==> src/rtl/booth_pkg.sv <==
package booth_pkg;

    typedef enum logic [1:0] {
        BOP_KEEP = 2'd0,
        BOP_ADD  = 2'd1,
        BOP_SUB  = 2'd2
    } booth_op_e;

    typedef enum logic {
        SEQ_IDLE = 1'b0,
        SEQ_RUN  = 1'b1
    } seq_state_e;

    // Pair (current lower bit, previous shifted-out bit) selects the action.
    function automatic booth_op_e booth_recode(input logic cur, input logic prev);
        case ({cur, prev})
            2'b01:   return BOP_ADD;
            2'b10:   return BOP_SUB;
            default: return BOP_KEEP;
        endcase
    endfunction

endpackage

==> src/rtl/booth_recoder.sv <==
module booth_recoder
    import booth_pkg::*;
(
    input  logic      cur_bit,
    input  logic      prev_bit,
    output booth_op_e op
);
    always_comb op = booth_recode(cur_bit, prev_bit);
endmodule

==> src/rtl/booth_addsub.sv <==
module booth_addsub
    import booth_pkg::*;
#(
    parameter int N = 32
) (
    input  logic [N-1:0] upper,
    input  logic [N-1:0] mcand,
    input  booth_op_e    op,
    output logic [N:0]   result
);
    localparam int XW = N + 1;

    logic [XW-1:0] upper_x;
    logic [XW-1:0] mcand_x;

    always_comb begin
        upper_x = {upper[N-1], upper};
        mcand_x = {mcand[N-1], mcand};
        case (op)
            BOP_ADD: result = upper_x + mcand_x;
            BOP_SUB: result = upper_x - mcand_x;
            default: result = upper_x;
        endcase
    end
endmodule

==> src/rtl/booth_ctrl.sv <==
module booth_ctrl
    import booth_pkg::*;
#(
    parameter int N = 32
) (
    input  logic clk,
    input  logic rst,
    input  logic start,
    output logic load,
    output logic step,
    output logic busy,
    output logic done
);
    localparam int CW = $clog2(N + 1);

    seq_state_e    state_q;
    logic [CW-1:0] left_q;

    assign busy = (state_q == SEQ_RUN);
    assign load = start && !busy;
    assign step = busy;

    always_ff @(posedge clk) begin
        if (rst) begin
            state_q <= SEQ_IDLE;
            left_q  <= '0;
            done    <= 1'b0;
        end else begin
            done <= 1'b0;
            if (load) begin
                state_q <= SEQ_RUN;
                left_q  <= CW'(N);
            end else if (step) begin
                left_q <= left_q - 1'b1;
                if (left_q == CW'(1)) begin
                    state_q <= SEQ_IDLE;
                    done    <= 1'b1;
                end
            end
        end
    end
endmodule

==> src/rtl/booth_mul_top.sv <==
module booth_mul_top
    import booth_pkg::*;
#(
    parameter int N = 32
) (
    input  logic             clk,
    input  logic             rst,
    input  logic             start,
    input  logic [N-1:0]     multiplicand,
    input  logic [N-1:0]     multiplier,
    output logic             done,
    output logic [2*N-1:0]   product
);
    logic          load;
    logic          step;
    logic          busy_q;
    logic [N-1:0]  acc_hi;
    logic [N-1:0]  acc_lo;
    logic          acc_prev;
    logic [N-1:0]  mcand_q;
    logic [N:0]    sum_x;
    booth_op_e     op;

    booth_ctrl #(.N(N)) u_ctrl (
        .clk   (clk),
        .rst   (rst),
        .start (start),
        .load  (load),
        .step  (step),
        .busy  (busy_q),
        .done  (done)
    );

    booth_recoder u_recode (
        .cur_bit  (acc_lo[0]),
        .prev_bit (acc_prev),
        .op       (op)
    );

    booth_addsub #(.N(N)) u_addsub (
        .upper  (acc_hi),
        .mcand  (mcand_q),
        .op     (op),
        .result (sum_x)
    );

    always_ff @(posedge clk) begin
        if (rst) begin
            acc_hi   <= '0;
            acc_lo   <= '0;
            acc_prev <= 1'b0;
            mcand_q  <= '0;
        end else if (load) begin
            acc_hi   <= '0;
            acc_lo   <= multiplier;
            acc_prev <= 1'b0;
            mcand_q  <= multiplicand;
        end else if (step) begin
            // arithmetic shift of {sum, lower, prev} by one place
            acc_hi   <= sum_x[N:1];
            acc_lo   <= {sum_x[0], acc_lo[N-1:1]};
            acc_prev <= acc_lo[0];
        end
    end

    assign product = {acc_hi, acc_lo};
endmodule

==> config.mk <==
export PLATFORM = sky130hd
export DESIGN_NAME = booth_mul_top
export DESIGN_NICKNAME = d
export VERILOG_FILES = /design/src/rtl/booth_pkg.sv /design/src/rtl/booth_recoder.sv /design/src/rtl/booth_addsub.sv /design/src/rtl/booth_ctrl.sv /design/src/rtl/booth_mul_top.sv
export SDC_FILE = /design/constraint.sdc
export NUM_CORES = 1
export LEC_CHECK = 0
export CORE_MARGIN = 2
export CORE_UTILIZATION = 55
export DETAILED_ROUTE_END_ITERATION = 8
export DONT_BUFFER_PORTS = 1
export PLACE_DENSITY = 0.8
export SLEW_MARGIN = 30
export SYNTH_ARGS = -nofsm -noshare
export SYNTH_HDL_FRONTEND = slang
export SYNTH_SLANG_ARGS = --single-unit
==> constraint.sdc <==
create_clock -name clk -period 6.1 [get_ports clk]
set_input_delay 1.22 -clock clk [delete_from_list [all_inputs] [get_ports clk]]
set_output_delay 1.22 -clock clk [all_outputs]
set_load 0.05 [all_outputs]
==> results by group, run 1 <==
Setup path
  – CP Max Fanout: 7
  – Crit Path Class: register to register
  – WP data required: around 6.4 ns
  – Crit start category: register
  – Critical Path Sink Type: register
  – Worst path arrival time: between 4 and 5 ns

Synth
  – Main area contributors after synthesis: dfxtp_1, a21oi_1, nand2_1
  – Top-count cell post-synth: a21oi_1
  – Synth top area share: just over 30%
  – Register bit total from synthesis: around 110
  – Post-synthesis sequential area ratio: between 30% and 40%
  – Yosys synthesis warning count: 0
  – Post-synth top cells: a21oi_1, nand2_1, nor2_1
  – Syn_nets: between 1000 and 1500
  – Synth unique cells: 53
  – Cell Area, Synth: 0.006929 sq mm
  – Syn Inst Count: 933
  – Async SR Flop Fraction: 0%
  – Number of synthesized flops with an enable pin: 0
  – Main synth FF type: dfxtp_1
  – Avg Cell Area, Syn: around 7.4 sq um
  – Area leader, netlist: dfxtp_1

STA
  – TNS Setup: 0 ns
  – Final Hold Vio Count: 0
  – Fin. max-slew vios: 0
  – Final setup viols: 0
  – Final Cycle Share: between 70% and 80%
  – Maximum clock rate: 231.4 MHz
  – Tmin final: 4.322 ns
  – Measured slew at the worst slew-check pin: just under 0.9 ns
  – Hold Worst Slack: ~0.49 ns
  – Max_slew headroom: between 40% and 50%
  – Unrepaired setup endpoints after global routing: false
  – Setup Skew: a little under 0.007 ns

CTS
  – # Post-CTS Setup Buffers: 0
  – Hold_buf cts: 0
  – Cts bufs inserted: 9
  – Maximum buffer depth of the clock tree: 2
  – Clk slew on worst S/H paths: around 0.070 ns
  – H-tree depth: 3
  – CTS Root Cell: clkbuf_16
  – Num Clock Sinks: 105
  – Worst-Skew Late Latency: 0.35 ns
  – Post_cts resized: 0
  – CTS tree: built

Floorplan
  – Die ar.: 0.01351 sq mm
  – I/O pin count: 132
  – Initial Util: 55.59%
  – Core area: 0.01247 sq mm
  – Die width: between 100 and 150 microns
  – # rows: approximately 40
  – Die height: around 120 microns

Drt
  – Routed WL: about 18 mm
  – Initial DRT Pass Iterations: 5
  – Mean routed wirelength per cell: 16.61 microns
  – Drt drc: 0
  – DRT iter0 DRCs: between 400 and 500
  – Vias per std cell: ~6
  – Number of routed nets with antenna violations: 0
  – DR vias: around 6400

Min path
  – Hold Path Class: register to register

Placed design
  – Dpl hpwl: between 10 and 15 mm
  – Final Wtd Congestion: between 0.9 and 1
  – Port Buffers: 0

Power
  – Power Dens Cells: about 270 mW/mm^2
  – Maximum vdd ir drop: around 250 uV
  – Pleak: around 0.0029 uW

GRT
  – Via count of the first global-routing pass: 5873
  – First-pass GRT wire length: roughly 29 mm
  – All-layer global routing usage: 26.60%
  – Largest net degree at the start of global routing: 72
  – Global route overflow: 0
  – Initial antenna violation count: 0

Final layout
  – Fraction of layout cells with a size suffix above 1: under 10%
  – Layout Nets: 1001
  – # fillers: about 1200
  – Area growth syn-to-layout: 5.164%
  – Number of diodes: 0

Status
  – Status: finished clean

Run
  – Max_cap viols: 0
[power breakdown]
| part | switching, uW | leakage [uW] | internal, uW | total (uW) |
|---|---|---|---|---|
| registers | 139 | 0.000860 | 726 | 864 |
| logic | 313 | 0.00192 | 213 | 526 |
| clock network | 270 | 0.000148 | 319 | 589 |
[cell families after synthesis]
logic type / count (synthesis) / share of synthesized area [%]
buf+inv: 80 / 4.388
simple gates: 344 / 22.14
compound gates: 278 / 24.32
mux: 42 / 6.085
flops: 105 / 30.34
fa+ha+maj: 37 / 6.789
xor+xnor: 47 / 5.941
[critical path, cell delays in order, from the launching register on]
cell	delay, ns
dfxtp_1	0.35
or3_1	0.42
or4_1	0.55
o41ai_1	0.35
xor2_1	0.12
ha_1	0.39
o21ai_0	0.17
o211ai_1	0.19
o211ai_1	0.23
a211oi_1	0.81
o21ai_0	0.26
a211o_1	0.31
o211ai_1	0.09
[sequential cells by signal (all words and copies together), names as in the netlist]
signal         cells
acc_lo            32
u_ctrl.done        1
acc_prev           1
acc_hi            32
mcand_q           32
u_ctrl.left_q      6
u_ctrl.busy        1
[final timing paths]
| kind | from | endpoint | slack (ns) | cells past startpoint |
|---|---|---|---|---|
| worst max-delay path | mcand_q[2] | acc_hi[25] | 1.78 | 12 |
| worst min-delay path | mcand_q[16] | mcand_q[16] | 0.49 | 2 |
| worst max register to register | mcand_q[2] | acc_hi[25] | 1.78 | 12 |
| worst min register to register | mcand_q[16] | mcand_q[16] | 0.49 | 2 |
[cells in the final DEF, fill, tap and decap left out, types with 5 or more instances in the layout]
cell and instances:
o211ai_1 12, o21bai_1 10, xnor2_1 38, mux2i_1 41, nor3_1 21, o21ai_0 43, buf_4 6, nand3_1 6
ha_1 36, a21oi_1 131, clkbuf_16 9, xor2_1 9, o22ai_1 5, nor2_1 123, a21o_1 12, a211oi_1 13
nor4_1 7, and3_1 10, o21a_1 7, o211a_1 6, nand4_1 7, inv_1 26, dfxtp_1 104, nor2b_1 6
a31oi_1 8, nand2_1 125, or3_1 11, nand2b_1 6
[routing by layer]
layer | share of wire (%) | wire [microns] | up-vias | GRT usage (%)
met5 | 0 | 0 | - | 0
met4 | 3.2 | 572 | 0 | 10.32
li1 | - | - | 3228 | -
met3 | 5.9 | 1052 | 42 | 6.487
met2 | 47 | 8429 | 177 | 44.03
met1 | 44 | 7766 | 2972 | 33.48
[metrics by stage]
step           setup slack [ns]  std cells  instance area [sq um]  total power, uW  utilization [%]
2_1_floorplan             2.253        933                   6929             1299                -
3_3_place_gp              1.942       1058                   6993             1388            56.10
3_5_place_dp              1.833       1058                   6995             1397            56.12
4_1_cts                   1.816       1073                   7287             1984            58.46
5_1_grt                   1.398       1073                   7287             2082            58.46
6_report                  1.778       1073                   7287             1980            58.46
[area by class of cell]
cell class	count	area, sq um	area share [%]
multi-input combinational	748	4528	62.14
clock buffer	9	225.2	3.091
tap	172	215.2	2.953
timing repair buffer	6	45.04	0.6181
inverter	27	101.3	1.391
sequential	105	2106	28.90
clock inverter	6	66.31	0.9100
Power figures use the tool's default switching activity.
==> inputs of run 2 (changes only) <==
Settings changed: ABC_AREA set to 1.
Clock period 6.1 ns to 4.39 ns, I/O delays scaled along.
==> run 2 against run 1 <==
Net effect: global-route usage increased by 0.85 points; maximum frequency increased by 31%; synthesized cell count increased by 40%; worst setup slack got worse by 0.69 ns; via count increased by 20%.
==> results by group, run 2 <==
Synth
  – Synth top area share: 27.41% (was 30.34%)
  – Synth unique cells: 44 (was 53)
  – Async SR Flop Fraction: 0% (unchanged)
  – Syn Inst Count: 1307 (was 933)
  – Main area contributors after synthesis: dfxtp_1, nand2_1, inv_1 (was dfxtp_1, a21oi_1, nand2_1)
  – Post-synthesis sequential area ratio: 27.41% (was 30.34%)
  – Yosys synthesis warning count: 0 (unchanged)
  – Post-synth top cells: nand2_1, inv_1, nor2_1 (was a21oi_1, nand2_1, nor2_1)
  – Syn_nets: 1411 (was 1037)
  – Cell Area, Synth: 0.007669 sq mm (was 0.006929 sq mm)
  – Area leader, netlist: dfxtp_1 (unchanged)
  – Top-count cell post-synth: nand2_1 (was a21oi_1)
  – Avg Cell Area, Syn: 5.867 sq um (was 7.427 sq um)
  – Main synth FF type: dfxtp_1 (unchanged)
  – Register bit total from synthesis: 105 (unchanged)
  – Number of synthesized flops with an enable pin: 0 (unchanged)

Setup path
  – WP data required: 4.69 ns (was 6.37 ns)
  – Crit Path Class: register to register (unchanged)
  – Crit start category: register (unchanged)
  – Worst R2R Path Depth: 20 (was 12)
  – Critical Path Sink Type: register (unchanged)
  – CP Max Fanout: 14 (was 7)
  – CP peak stage delay: 0.36 ns (was 0.81 ns)
  – Critical path's most frequent cell: nand2_1 (was o211ai_1)
  – Cells along the critical path: inv_1 -> ha_1 -> buf_4 -> inv_1 -> buf_4 -> nand2_1 -> o21ai_1 -> xnor2_1 -> ha_1 -> nand2_1 -> inv_1 -> a21oi_1 -> nand2_1 -> a21oi_1 -> nand2_1 -> nand2_1 -> nand2_1 -> nor2_1 -> nor2_1 -> nor2_1 (was or3_1 -> or4_1 -> o41ai_1 -> xor2_1 -> ha_1 -> o21ai_0 -> o211ai_1 -> o211ai_1 -> a211oi_1 -> o21ai_0 -> a211o_1 -> o211ai_1)
  – Worst path arrival time: 3.60 ns (was 4.60 ns)
  – CP max-delay cell: ha_1 (was a211oi_1)

GRT
  – First-pass GRT wire length: 32.71 mm (was 28.76 mm)
  – Global route overflow: 0 (unchanged)
  – Initial antenna violation count: 0 (unchanged)
  – Largest net degree at the start of global routing: 65 (was 72)
  – Via count of the first global-routing pass: 6852 (was 5873)
  – All-layer global routing usage: 27.45% (was 26.60%)

Power
  – Maximum vdd ir drop: 264.0 uV (was 247.6 uV)
  – Pleak: 0.004266 uW (was 0.002926 uW)
  – Power Dens Cells: 326.4 mW/mm^2 (was 271.7 mW/mm^2)

CTS
  – Cts bufs inserted: 9 (unchanged)
  – Clk slew on worst S/H paths: 0.08 ns (was 0.07 ns)
  – Num Clock Sinks: 105 (unchanged)
  – Post_cts resized: 0 (unchanged)
  – # Post-CTS Setup Buffers: 0 (unchanged)
  – CTS tree: built (unchanged)
  – H-tree depth: 3 (unchanged)
  – Worst-Skew Late Latency: 0.36 ns (was 0.35 ns)
  – Maximum buffer depth of the clock tree: 2 (unchanged)
  – CTS Root Cell: clkbuf_16 (unchanged)
  – Hold_buf cts: 0 (unchanged)

Final layout
  – Largest regs: acc_hi: 32 flops, acc_lo: 32 flops, mcand_q: 32 flops (unchanged)
  – Layout Nets: 1388 (was 1001)
  – Area growth syn-to-layout: 5.417% (was 5.164%)
  – Fin area: 0.008084 sq mm (was 0.007287 sq mm)
  – # fillers: 1372 (was 1165)
  – Number of diodes: 0 (unchanged)
  – FF+latch area: 0.002102 sq mm (was 0.002106 sq mm)
  – Most frequent cells in the layout: nand2_1, inv_1, nor2_1, dfxtp_1, a21oi_1 (was a21oi_1, nand2_1, nor2_1, dfxtp_1, o21ai_0)
  – Fraction of layout cells with a size suffix above 1: 4.267% (was 3.996%)
  – Multi-input gate area: 0.004646 sq mm (was 0.004528 sq mm)
  – Commonest non-fill, non-tap cell in the layout: nand2_1 (was a21oi_1)

STA
  – Final setup viols: 0 (unchanged)
  – Fin. max-slew vios: 0 (unchanged)
  – Max_slew headroom: 41.60% (was 41.16%)
  – Hold Worst Slack: 0.4823 ns (was 0.4876 ns)
  – Maximum clock rate: 303.0 MHz (was 231.4 MHz)
  – Setup Skew: 0.008934 ns (was 0.006779 ns)
  – Unrepaired setup endpoints after global routing: false (unchanged)
  – Measured slew at the worst slew-check pin: 0.8751 ns (was 0.8734 ns)
  – Final Hold Vio Count: 0 (unchanged)
  – Tmin final: 3.300 ns (was 4.322 ns)
  – TNS Setup: 0 ns (unchanged)
  – Final Cycle Share: 75.18% (was 70.85%)

Floorplan
  – Initial Util: 55.68% (was 55.59%)
  – # rows: 43 (was 41)
  – Die width: 122.1 microns (was 116.2 microns)
  – Die height: 122.1 microns (was 116.2 microns)
  – I/O pin count: 132 (unchanged)
  – Die ar.: 0.01490 sq mm (was 0.01351 sq mm)
  – Core area: 0.01377 sq mm (was 0.01247 sq mm)

Min path
  – Hold Path Stages: 2 (unchanged)
  – Hold Path Class: register to register (unchanged)

Placed design
  – DP Area: 0.007794 sq mm (was 0.006995 sq mm)
  – Port Buffers: 0 (unchanged)
  – Dpl hpwl: 15.30 mm (was 12.89 mm)
  – Final Wtd Congestion: 0.9977 (was 0.9744)

Drt
  – Routed WL: 19.83 mm (was 17.82 mm)
  – Vias per std cell: 5.223 (was 5.982)
  – DR vias: 7673 (was 6419)
  – Mean routed wirelength per cell: 13.50 microns (was 16.61 microns)
  – DRT iter0 DRCs: 539 (was 405)
  – Number of routed nets with antenna violations: 0 (unchanged)
  – Drt drc: 0 (unchanged)
  – Initial DRT Pass Iterations: 5 (unchanged)

Status
  – Status: finished clean (unchanged)

Run
  – Max_cap viols: 0 (unchanged)
==> run 2: changes by cell type after synthesis, sizes merged, moves of 11 or more <==
cell,delta
nand3,+58
xor2,+19
nor2,+70
nand2,+311
xnor2,-23
a211oi,-13
mux2i,-41
inv,+173
clkbuf,-14
or3,-11
o21ai,+16
a21oi,-57
==> run 2: routing by layer <==
layer	GRT usage, %	part of all wire (%)	up-vias	wire length (microns)
met5	0	0	-	0
met4	9.267	1.7	0	346
met3	5.243	8.4	26	1670
met2	42.21	43	252	8486
met1	38.51	47	3399	9321
li1	-	-	3996	-
==> run 2: cell type report <==
cell class                      count  area share [%]
Multi-Input combinational cell    959           57.47
Sequential cell                   105           26.00
Inverter                          200           9.317
Clock buffer                       10           2.832
Tap cell                          180           2.786
Timing Repair Buffer                9          0.8358
Clock inverter                      6          0.7584
==> run 2: stage by stage <==
step           setup WS, ns  util, %  total power (uW)  cells
6_report              1.090    58.69              2638   1469
3_5_place_dp          1.165    56.59              1852   1453
4_1_cts               1.142    58.69              2650   1469
2_1_floorplan         1.691        -              1700   1307
3_3_place_gp          1.191    56.57              1837   1453
5_1_grt              0.8434    58.69              2798   1469
==> run 2: final timing paths <==
kind / end / slack, ns / start
setup / recovery: acc_hi[31] / 1.09 / acc_prev
hold reg to reg: u_ctrl.left_q[5] / 0.48 / u_ctrl.left_q[5]
setup reg to reg: acc_hi[31] / 1.09 / acc_prev
hold / removal: u_ctrl.left_q[5] / 0.48 / u_ctrl.left_q[5]
==> run 2: cell families (layout without fill, tap and decap cells) <==
kind of cell | count (synthesis) | in the layout | synth area share (%)
compound gates | 159 | 159 | 11.45
xor+xnor | 43 | 43 | 4.911
buf+inv | 243 | 225 | 12.07
fa+ha+maj | 37 | 37 | 6.135
flops | 105 | 105 | 27.41
simple gates | 720 | 720 | 38.02
==> run 2: power breakdown <==
| group | total [uW] | switching [uW] | internal [uW] |
|---|---|---|---|
| clock | 799 | 401 | 399 |
| combinational | 674 | 441 | 232 |
| sequential | 1170 | 158 | 1010 |
==> run 2: critical path, delay by kind of cell (launching register included) <==
kind,cells,cell delay (ns)
XOR/XNOR,1,0.22
adder cells (fa/ha/maj),2,0.54
AO/OA/AOI/OAI,3,0.44
AND/OR/NAND/NOR,9,0.88
buffers and inverters,5,0.84
flip-flops,1,0.32
==> inputs of run 3 (changes only) <==
Settings changed: ABC_AREA 1 to 0.
Clock period 4.39 ns to 3.45 ns, I/O delays scaled along.
==> run 3 against run 2 <==
Net effect: the flow now finishes with violations (setup timing); power increased by 54%; sequential share of layout area decreased by 2.5 points; clock power increased by 38%; die area decreased by 9.3%; critical endpoint is now acc_hi[29]; largest power group is now combinational cells.
==> results by group, run 3 (synthesized netlist as in run 1, its figures left out) <==
Placed design
  – Dpl cells: 1180 (was 1453)
  – Port Buffers: 0 (unchanged)
  – Final Wtd Congestion: 0.9966 (was 0.9977)
  – DP Area: 0.007984 sq mm (was 0.007794 sq mm)
  – Dpl hpwl: 14.68 mm (was 15.30 mm)
  – Dpl ws: -0.3020 ns (was 1.165 ns)

Power
  – Power Dens Cells: 453.0 mW/mm^2 (was 326.4 mW/mm^2)
  – Maximum vdd ir drop: 317.4 uV (was 264.0 uV)
  – Pleak: 0.003815 uW (was 0.004266 uW)

Setup path
  – Critical Path Sink Type: register (unchanged)
  – CP max-delay cell: or4_4 (was ha_1)
  – Crit start category: register (unchanged)
  – Reg2reg start: mcand_q[9] (was acc_prev)
  – Worst path arrival time: 4.18 ns (was 3.60 ns)
  – CP Max Fanout: 6 (was 14)
  – Worst R2R Path Depth: 15 (was 20)
  – Worst r2r dst: acc_hi[29] (was acc_hi[31])
  – Cells along the critical path: or4_4 -> or4_4 -> nor3_4 -> buf_4 -> buf_6 -> nor2_2 -> xnor2_1 -> ha_1 -> buf_6 -> nand4_1 -> o21ai_1 -> buf_4 -> o211ai_1 -> a211o_1 -> o211ai_1 (was inv_1 -> ha_1 -> buf_4 -> inv_1 -> buf_4 -> nand2_1 -> o21ai_1 -> xnor2_1 -> ha_1 -> nand2_1 -> inv_1 -> a21oi_1 -> nand2_1 -> a21oi_1 -> nand2_1 -> nand2_1 -> nand2_1 -> nor2_1 -> nor2_1 -> nor2_1)
  – Worst reg-to-reg setup slack: -0.44 ns (was 1.09 ns)
  – Crit Path Class: register to register (unchanged)
  – WP data required: 3.74 ns (was 4.69 ns)
  – CP peak stage delay: 0.56 ns (was 0.36 ns)

Final layout
  – Commonest non-fill, non-tap cell in the layout: buf_4 (was nand2_1)
  – Most frequent cells in the layout: buf_4, a21oi_1, nand2_1, nor2_1, dfxtp_1 (was nand2_1, inv_1, nor2_1, dfxtp_1, a21oi_1)
  – # fillers: 927 (was 1372)
  – Area growth syn-to-layout: 29.23% (was 5.417%)
  – Fin area: 0.008955 sq mm (was 0.008084 sq mm)
  – Multi-input gate area: 0.005052 sq mm (was 0.004646 sq mm)
  – Fin cells: 1216 (was 1469)
  – Largest regs: acc_hi: 32 flops, acc_lo: 32 flops, mcand_q: 32 flops (unchanged)
  – Fraction of layout cells with a size suffix above 1: 25.19% (was 4.267%)
  – Number of diodes: 0 (unchanged)
  – FF+latch area: 0.002108 sq mm (was 0.002102 sq mm)
  – Layout Nets: 1143 (was 1388)

Drt
  – Routed WL: 21.85 mm (was 19.83 mm)
  – DRT iter0 DRCs: 513 (was 539)
  – Mean routed wirelength per cell: 17.97 microns (was 13.50 microns)
  – Number of routed nets with antenna violations: 0 (unchanged)
  – Drt drc: 0 (unchanged)
  – DR vias: 7318 (was 7673)
  – Initial DRT Pass Iterations: 5 (unchanged)
  – Vias per std cell: 6.018 (was 5.223)

CTS
  – Cts bufs inserted: 9 (unchanged)
  – Worst-Skew Late Latency: 0.36 ns (about the same)
  – H-tree depth: 3 (unchanged)
  – CTS Root Cell: clkbuf_16 (unchanged)
  – Maximum buffer depth of the clock tree: 2 (unchanged)
  – Num Clock Sinks: 105 (unchanged)
  – Clk slew on worst S/H paths: 0.08 ns (about the same)
  – Hold_buf cts: 0 (unchanged)
  – CTS tree: built (unchanged)

GRT
  – Global route overflow: 0 (unchanged)
  – First-pass GRT wire length: 31.76 mm (was 32.71 mm)
  – All-layer global routing usage: 29.49% (was 27.45%)
  – Via count of the first global-routing pass: 6602 (was 6852)
  – Initial antenna violation count: 0 (unchanged)
  – Largest net degree at the start of global routing: 72 (was 65)

Floorplan
  – Die height: 116.2 microns (was 122.1 microns)
  – Die ar.: 0.01351 sq mm (was 0.01490 sq mm)
  – Initial Util: 55.59% (was 55.68%)
  – Die width: 116.2 microns (was 122.1 microns)
  – I/O pin count: 132 (unchanged)
  – Core area: 0.01247 sq mm (was 0.01377 sq mm)
  – # rows: 41 (was 43)

Min path
  – Hold Path Class: primary input to register (was register to register)
  – Sink of the worst hold path: mcand_q[7] (was u_ctrl.left_q[5])
  – Critical hold path startpoint: rst (was u_ctrl.left_q[5])
  – Hold Path Stages: 1 (was 2)

STA
  – Setup Skew: 0.008300 ns (was 0.008934 ns)
  – Fin. max-slew vios: 0 (unchanged)
  – Fin worst setup slack: -0.4399 ns (was 1.090 ns)
  – Final setup viols: 17 (was 0)
  – Unrepaired setup endpoints after global routing: true (was false)
  – TNS Setup: -4.663 ns (was 0 ns)
  – Max_slew headroom: 50.91% (was 41.60%)
  – Measured slew at the worst slew-check pin: 0.7337 ns (was 0.8751 ns)
  – Final Hold Vio Count: 0 (unchanged)
  – Maximum clock rate: 257.1 MHz (was 303.0 MHz)
  – Tmin final: 3.890 ns (was 3.300 ns)
  – Final Cycle Share: 112.8% (was 75.18%)

Status
  – Failing checks: setup timing
  – Status: complete, but fails checks (was finished clean)

Run
  – Max_cap viols: 0 (unchanged)
## run 3: changes by cell type in the layout (fill, tap and decap cells not counted), sizes merged, moves of 11 or more
cell    change
mux2i      +41
or3        +11
a211oi     +13
xor2       -19
nor2       -70
o21ai      -16
buf       +139
inv       -173
nand3      -58
xnor2      +23
a21oi      +57
nand2     -311
## run 3: power by group
group          internal, uW  switching [uW]  leakage [uW]  total (uW)
Sequential             1280             160      0.000861        1440
Clock                   586             518      0.000158        1100
Combinational           673             837       0.00280        1510
## run 3: final cells by class
class / instances / share of cell area [%]
Clock buffer: 9 / 2.515
Timing Repair Buffer: 148 / 12.87
Inverter: 27 / 1.132
Clock inverter: 7 / 1.118
Sequential cell: 105 / 23.54
Multi-Input combinational cell: 748 / 56.42
Tap cell: 172 / 2.403
## run 3: repair_timing
action | CTS | global route
pin swaps | 39 | 23
resized for setup | 61 | 56
buffers inserted | 13 | 7
setup endpoints to repair | 16 | 21
## run 3: per-layer routing
layer	track usage, %	part of all wire [%]	wire, microns
met5	0	0	0
met4	13.17	5.3	1153
met3	6.383	7.0	1534
met2	51.51	48	10590
met1	34.70	39	8575
## run 3: how the worst max path moves through the flow
stage | from | end | cells after the start
2_1_floorplan | mcand_q[9] | acc_hi[31] | 15
3_3_place_gp | mcand_q[9] | acc_hi[30] | 15
3_5_place_dp | mcand_q[9] | acc_hi[30] | 12
4_1_cts | mcand_q[9] | acc_hi[31] | 15
5_1_grt | mcand_q[9] | acc_hi[29] | 15
6_report | mcand_q[9] | acc_hi[29] | 15
## run 3: critical path: cells and delay by family, from the launching register on
kind	cells	cell delay [ns]
XOR/XNOR	1	0.14
AO/OA/AOI/OAI	4	0.81
buffers and inverters	4	0.59
adder cells (fa/ha/maj)	1	0.38
AND/OR/NAND/NOR	5	1.59
flip-flops	1	0.33
## run 3: stage by stage
| stage | hold WS (ns) | total power (uW) | util (%) |
|---|---|---|---|
| floorplan | 0.4479 | 2326 | - |
| global placement | 0.4724 | 2691 | 64.05 |
| detailed placement | 0.4680 | 2713 | 64.05 |
| CTS | 0.3769 | 3915 | 69.18 |
| global route | 0.3807 | 4230 | 71.84 |
| finish | 0.3894 | 4057 | 71.84 |
